### src/rtl/lpc_pkg.sv
package lpc_pkg;
  typedef enum logic [1:0] {
    LNK_ON    = 2'd0,
    LNK_SLEEP = 2'd1,
    LNK_SUSP  = 2'd2,
    LNK_OFF   = 2'd3
  } lnk_t;
endpackage

### src/rtl/lpc_idle_timer.sv
module lpc_idle_timer #(
  parameter int unsigned IDLE_MS = 3
) (
  input  logic clk,
  input  logic rst,
  input  logic run,
  input  logic activity,
  input  logic ms_tick,
  output logic expire
);
  localparam int unsigned CW = $clog2(IDLE_MS + 1);
  localparam logic [CW-1:0] LAST = CW'(IDLE_MS - 1);

  logic [CW-1:0] cnt;

  // the tick that completes the window fires immediately
  assign expire = run && !activity && ms_tick && (cnt == LAST);

  always_ff @(posedge clk) begin
    if (rst || !run || activity) begin
      cnt <= '0;
    end else if (ms_tick && !expire) begin
      cnt <= cnt + 1'b1;
    end
  end
endmodule

### src/rtl/lpc_state_fsm.sv
module lpc_state_fsm
  import lpc_pkg::*;
(
  input  logic clk,
  input  logic rst,
  input  logic drop_evt,
  input  logic enable_evt,
  input  logic reset_req,
  input  logic resume_evt,
  input  logic wake_evt,
  input  logic lpm_ack,
  input  logic lpm_wake_en,
  input  logic feat_wake_en,
  input  logic timeout,
  output lnk_t state,
  output lnk_t nxt
);
  logic lpm_wake_q;
  logic wake_ok;

  assign wake_ok = (state == LNK_SLEEP) ? lpm_wake_q : feat_wake_en;

  always_comb begin
    nxt = state;
    if (drop_evt) begin
      nxt = LNK_OFF;
    end else if (state == LNK_OFF) begin
      if (enable_evt) nxt = LNK_ON;
    end else if (reset_req) begin
      nxt = LNK_ON;
    end else if ((state != LNK_ON) && (resume_evt || (wake_evt && wake_ok))) begin
      nxt = LNK_ON;
    end else if ((state == LNK_ON) && lpm_ack) begin
      nxt = LNK_SLEEP;
    end else if ((state == LNK_ON) && timeout) begin
      nxt = LNK_SUSP;
    end
  end

  always_ff @(posedge clk) begin
    if (rst) begin
      state      <= LNK_OFF;
      lpm_wake_q <= 1'b0;
    end else begin
      state <= nxt;
      if ((state == LNK_ON) && (nxt == LNK_SLEEP)) begin
        lpm_wake_q <= lpm_wake_en;
      end
    end
  end
endmodule

### src/rtl/lpc_reset_seq.sv
module lpc_reset_seq (
  input  logic clk,
  input  logic rst,
  input  logic role_host,
  input  logic reset_req,
  input  logic drop_evt,
  input  logic state_off,
  input  logic nxt_off,
  output logic rst_action,
  output logic reset_drive,
  output logic frame_run
);
  logic req_q;
  logic accept;

  assign accept = !state_off && !drop_evt;

  always_ff @(posedge clk) begin
    if (rst) begin
      req_q       <= 1'b0;
      rst_action  <= 1'b0;
      reset_drive <= 1'b0;
      frame_run   <= 1'b0;
    end else begin
      req_q       <= reset_req;
      rst_action  <= !role_host && accept && reset_req && !req_q;
      reset_drive <= role_host && accept && reset_req;
      if (!role_host || nxt_off || reset_req) begin
        frame_run <= 1'b0;
      end else if (req_q) begin
        frame_run <= 1'b1;
      end
    end
  end
endmodule

### src/rtl/link_power_ctrl.sv
module link_power_ctrl
  import lpc_pkg::*;
#(
  parameter int unsigned IDLE_MS = 3
) (
  input  logic       clk,
  input  logic       rst,
  input  logic       role_host,
  input  logic       bus_active,
  input  logic       ms_tick,
  input  logic       reset_req,
  input  logic       susp_irq_en,
  input  logic       suspm_out_en,
  input  logic       lpm_ack,
  input  logic       lpm_wake_en,
  input  logic       feat_wake_en,
  input  logic       resume_evt,
  input  logic       wake_evt,
  input  logic       drop_evt,
  input  logic       enable_evt,
  output logic [1:0] link_state,
  output logic       susp_irq,
  output logic       suspendm_n,
  output logic       powerdwn,
  output logic       rst_action,
  output logic       reset_drive,
  output logic       frame_run
);
  lnk_t state;
  lnk_t nxt;
  logic timeout;
  logic idle_run;

  assign idle_run = (state == LNK_ON) && !role_host && !reset_req;

  lpc_idle_timer #(.IDLE_MS(IDLE_MS)) u_idle (
    .clk      (clk),
    .rst      (rst),
    .run      (idle_run),
    .activity (bus_active),
    .ms_tick  (ms_tick),
    .expire   (timeout)
  );

  lpc_state_fsm u_fsm (
    .clk          (clk),
    .rst          (rst),
    .drop_evt     (drop_evt),
    .enable_evt   (enable_evt),
    .reset_req    (reset_req),
    .resume_evt   (resume_evt),
    .wake_evt     (wake_evt),
    .lpm_ack      (lpm_ack),
    .lpm_wake_en  (lpm_wake_en),
    .feat_wake_en (feat_wake_en),
    .timeout      (timeout),
    .state        (state),
    .nxt          (nxt)
  );

  lpc_reset_seq u_rseq (
    .clk         (clk),
    .rst         (rst),
    .role_host   (role_host),
    .reset_req   (reset_req),
    .drop_evt    (drop_evt),
    .state_off   (state == LNK_OFF),
    .nxt_off     (nxt == LNK_OFF),
    .rst_action  (rst_action),
    .reset_drive (reset_drive),
    .frame_run   (frame_run)
  );

  assign link_state = state;

  // suspend indications registered from the next state so they line up with link_state
  always_ff @(posedge clk) begin
    if (rst) begin
      susp_irq   <= 1'b0;
      powerdwn   <= 1'b0;
      suspendm_n <= 1'b1;
    end else begin
      susp_irq   <= (state == LNK_ON) && (nxt == LNK_SUSP) && susp_irq_en;
      powerdwn   <= (nxt == LNK_SUSP);
      suspendm_n <= !((nxt == LNK_SUSP) && suspm_out_en);
    end
  end
endmodule

### config.mk
export PLATFORM = sky130hd
export DESIGN_NAME = link_power_ctrl
export DESIGN_NICKNAME = d
export VERILOG_FILES = /design/src/rtl/lpc_pkg.sv /design/src/rtl/lpc_idle_timer.sv /design/src/rtl/lpc_state_fsm.sv /design/src/rtl/lpc_reset_seq.sv /design/src/rtl/link_power_ctrl.sv
export SDC_FILE = /design/constraint.sdc
export NUM_CORES = 1
export LEC_CHECK = 0
export ABC_AREA = 1
export ABC_CLOCK_PERIOD_IN_PS = 1450
export BUFFER_PORTS_ARGS = -buffer_cell sky130_fd_sc_hd__buf_2
export CORE_MARGIN = 2
export CORE_UTILIZATION = 39
export DETAILED_ROUTE_END_ITERATION = 7
export PLACE_DENSITY = 0.68
export SLEW_MARGIN = 20
export SYNTH_ARGS = -nofsm -noshare
export SYNTH_HDL_FRONTEND = slang
export SYNTH_SLANG_ARGS = --single-unit
### constraint.sdc
create_clock -name clk -period 1.45 [get_ports clk]
set_clock_uncertainty 0.1 [all_clocks]
set_input_delay 0.2175 -clock clk [delete_from_list [all_inputs] [get_ports clk]]
set_output_delay 0.2175 -clock clk [all_outputs]
set_load 0.02 [all_outputs]
==> results.yml <==
status:
  outcome: "finished, final reports clean"
power_and_ir_drop:
  internal-power_mw: 0.5283
  p_per_area_mw_per_mm2: 871.7
  power_frac_clock_pct: 37.7
  power.leakage_nw: 0.3877
  comb_power_share_pct: 13.8
  p_sw_mw: 0.1785
  power_frac_seq_pct: 48.5
  p_sw_share_pct: 25.26
  ir_worst_vdd_uv: 804.6
finish:
  drive_gt1_share_pct: 51.46
  finalNetCount: 120
  area_growth_pct: 49.65
  final-seq-area_sq_um: 250.2
  fillerInstances: 130
  diodes: 0
  multi_input_area_sq_um: 304.0
clock_network:
  clk_pin_slew_worst_paths_ns: 0.08
  numCtsBuffers: 3
  clock_path_buffers: 2
  clock_latency_ns: 0.27
  cts-htree-levels: 1
  clock-sinks: 12
  root_buffer: "clkbuf_4"
  tritoncts: "yes"
logic_synthesis:
  synth_top_cell_by_area: "dfxtp_1"
  ys_ff_latch: 12
  yosys.area.top_type_share_pct: 44.34
  yosys_warnings: 0
  synth_nets: 88
  synth_area_sq_um: 541.8
  ys_types: 22
  ys_seq_area_share_pct: 44.34
  synthTopCellsByArea: "dfxtp_1 (44%), nand2_1 (10%), inv_1 (5.5%), nor2_1 (4.8%), nand3_1 (4.6%)"
  synthCells: 72
  avgSynthCellArea_sq_um: 7.525
timing:
  period_share_pct: 97.37
  hold_ws_ns: 0.04633
  final_max_slew_viol_count: 0
  grt_setup_unrepaired: "true"
  hold_viol: 0
  worst_pin_slew_ns: 0.2581
  period_minus_slack_ns: 1.412
  relSlewSlack_pct: 82.73
  fin_setup_tns_ns: 0
  timing.fmax_mhz: 708.3
  setup_viol: 0
die:
  io_pins: 23
  core_area_sq_mm: 0.001301
  chipWidth_um: 41.27
  start_util_pct: 41.63
  die_area_sq_mm: 0.001703
  die_h_um: 41.27
  row_count: 13
global_route:
  grt_util_all_layers_pct: 16.04
  antenna_found_initial: 0
  grt_pass1_wl_mm: 1.662
  overflow: 0
  grt_pass1_vias: 443
  grt_max_degree: 8
worst_setup_path:
  critPathKind: "reg2reg"
  worstSetupEndpointType: "register"
  critPathLaunchType: "register"
  crit_required_ns: 1.57
  worstPathArrival_ns: 1.53
  cp_max_fo: 4
run:
  max-cap-violations: 0
drt:
  wire_per_inst_um: 10.66
  drt-vias-per-instance: 4.797
  wl_mm: 1.258
  num_vias: 566
  drc: 0
  final_antenna_net_count: 0
  drtPass1Iterations: 4
  drt_first_iter_violations: 5
hold_path:
  min_path_type: "in2reg"
place:
  place.gp.congestion: 0.7582
  hpwl_um: 903.9
  port_buffers: 22
[critical path, cell delays in order, from the launching register on]
cell and delay [ns]:
dfxtp_4 0.39, inv_4 0.05, a21oi_1 0.18, nand2_1 0.13
a21oi_4 0.16, nand2_2 0.09, nor2_4 0.09, and3_4 0.17
[per-layer routing]
| metal | global-route usage [%] | share of wire, % |
|---|---|---|
| met5 | 0 | 0 |
| met4 | 4.839 | 0 |
| met3 | 9.783 | 7.4 |
| met2 | 26.95 | 54 |
| met1 | 16.45 | 39 |
[cell type report]
cell class | instances | area share (%)
Clock buffer | 4 | 4.475
Sequential cell | 12 | 30.86
Inverter | 13 | 6.327
Multi-Input combinational cell | 47 | 37.50
Timing Repair Buffer | 27 | 18.52
Tap cell | 15 | 2.315
[worst paths after layout]
kind / start / to / slack (ns) / depth (start not counted)
max: u_fsm.state[1]$_SDFF_PP1_ / susp_irq$_SDFF_PP0_ / 0.04 / 7
max reg2reg: u_fsm.state[1]$_SDFF_PP1_ / susp_irq$_SDFF_PP0_ / 0.04 / 7
min reg2reg: u_rseq.req_q$_SDFF_PP0_ / u_rseq.rst_action$_SDFF_PP0_ / 0.34 / 1
min: role_host / u_rseq.rst_action$_SDFF_PP0_ / 0.05 / 2
[registers in the layout, summed over array words and instances, names as in the netlist]
| signal | count |
|---|---|
| u_rseq.req_q | 1 |
| u_fsm.lpm_wake_q | 1 |
| u_rseq.frame_run | 1 |
| u_rseq.rst_action | 1 |
| susp_irq | 1 |
| powerdwn | 1 |
| u_fsm.state | 2 |
| u_idle.cnt | 2 |
| suspendm_n | 1 |
| u_rseq.reset_drive | 1 |
[placed cells by master, fill, tap and decap left out, types with 2 or more instances in the layout]
cell type	n
buf_2	22
nand2_1	13
dfxtp_1	8
nor2_1	7
inv_1	7
nand2_2	5
nand3_1	5
inv_2	4
buf_4	4
clkbuf_4	3
nor2_4	2
a21oi_1	2
a21oi_2	2
dfxtp_4	2
dfxtp_2	2
[repair_timing]
action / in CTS / in global routing
setup endpoints to repair: 1 / 4
setup buffers: 0 / 2
hold endpoints to repair: 0 / 1
pin swaps: 0 / 10
hold buffers: 0 / 1
resized for setup: 1 / 16
[stage by stage]
step	std cells	setup WS (ns)	power, mW	utilization [%]	cell area, sq um
after global routing	118	-0.06267	0.7495	62.31	810.8
final	118	0.03810	0.7068	62.31	810.8
after CTS	115	0.001605	0.7010	55.87	726.9
after detailed placement	111	-0.0006557	0.4313	52.79	686.9
after global placement	111	0.07232	0.4293	52.79	686.9
after floorplan	72	0.001146	0.3942	-	543.0
[cell usage after synthesis]
| cell | instances |
|---|---|
| nor2_1 | 7 |
| nor4_1 | 1 |
| o21ai_0 | 1 |
| a21oi_1 | 4 |
| nand3_1 | 5 |
| dfxtp_1 | 12 |
| clkinv_1 | 1 |
| a21boi_1 | 1 |
| nand4_2 | 1 |
| a21oi_2 | 1 |
| and3_1 | 1 |
| o2111ai_1 | 1 |
| nand2_1 | 15 |
| nor2_4 | 1 |
| o21ai_1 | 1 |
| ha_1 | 1 |
| nand2_2 | 3 |
| inv_2 | 4 |
| and2_1 | 1 |
| nand3_2 | 1 |
| nor2_2 | 1 |
| inv_1 | 8 |
[logic make-up after synthesis]
family	count (synthesis)	synth area share (%)
and+or+nand+nor	37	34.18
buffers and inverters	13	9.006
DFF	12	44.34
AOI/OAI and AO/OA	9	10.16
adders and majority gates	1	2.309
[power groups by stage]
| stage | registers (mW) | logic [mW] | clock network [mW] |
|---|---|---|---|
| after floorplan | 0.354 | 0.0403 | 0 |
| after global placement | 0.349 | 0.0798 | 0 |
| after detailed placement | 0.350 | 0.0813 | 0 |
| after CTS | 0.342 | 0.0834 | 0.276 |
| after global routing | 0.344 | 0.108 | 0.297 |
| final | 0.342 | 0.0975 | 0.267 |
(Power assumes the default switching activity.)
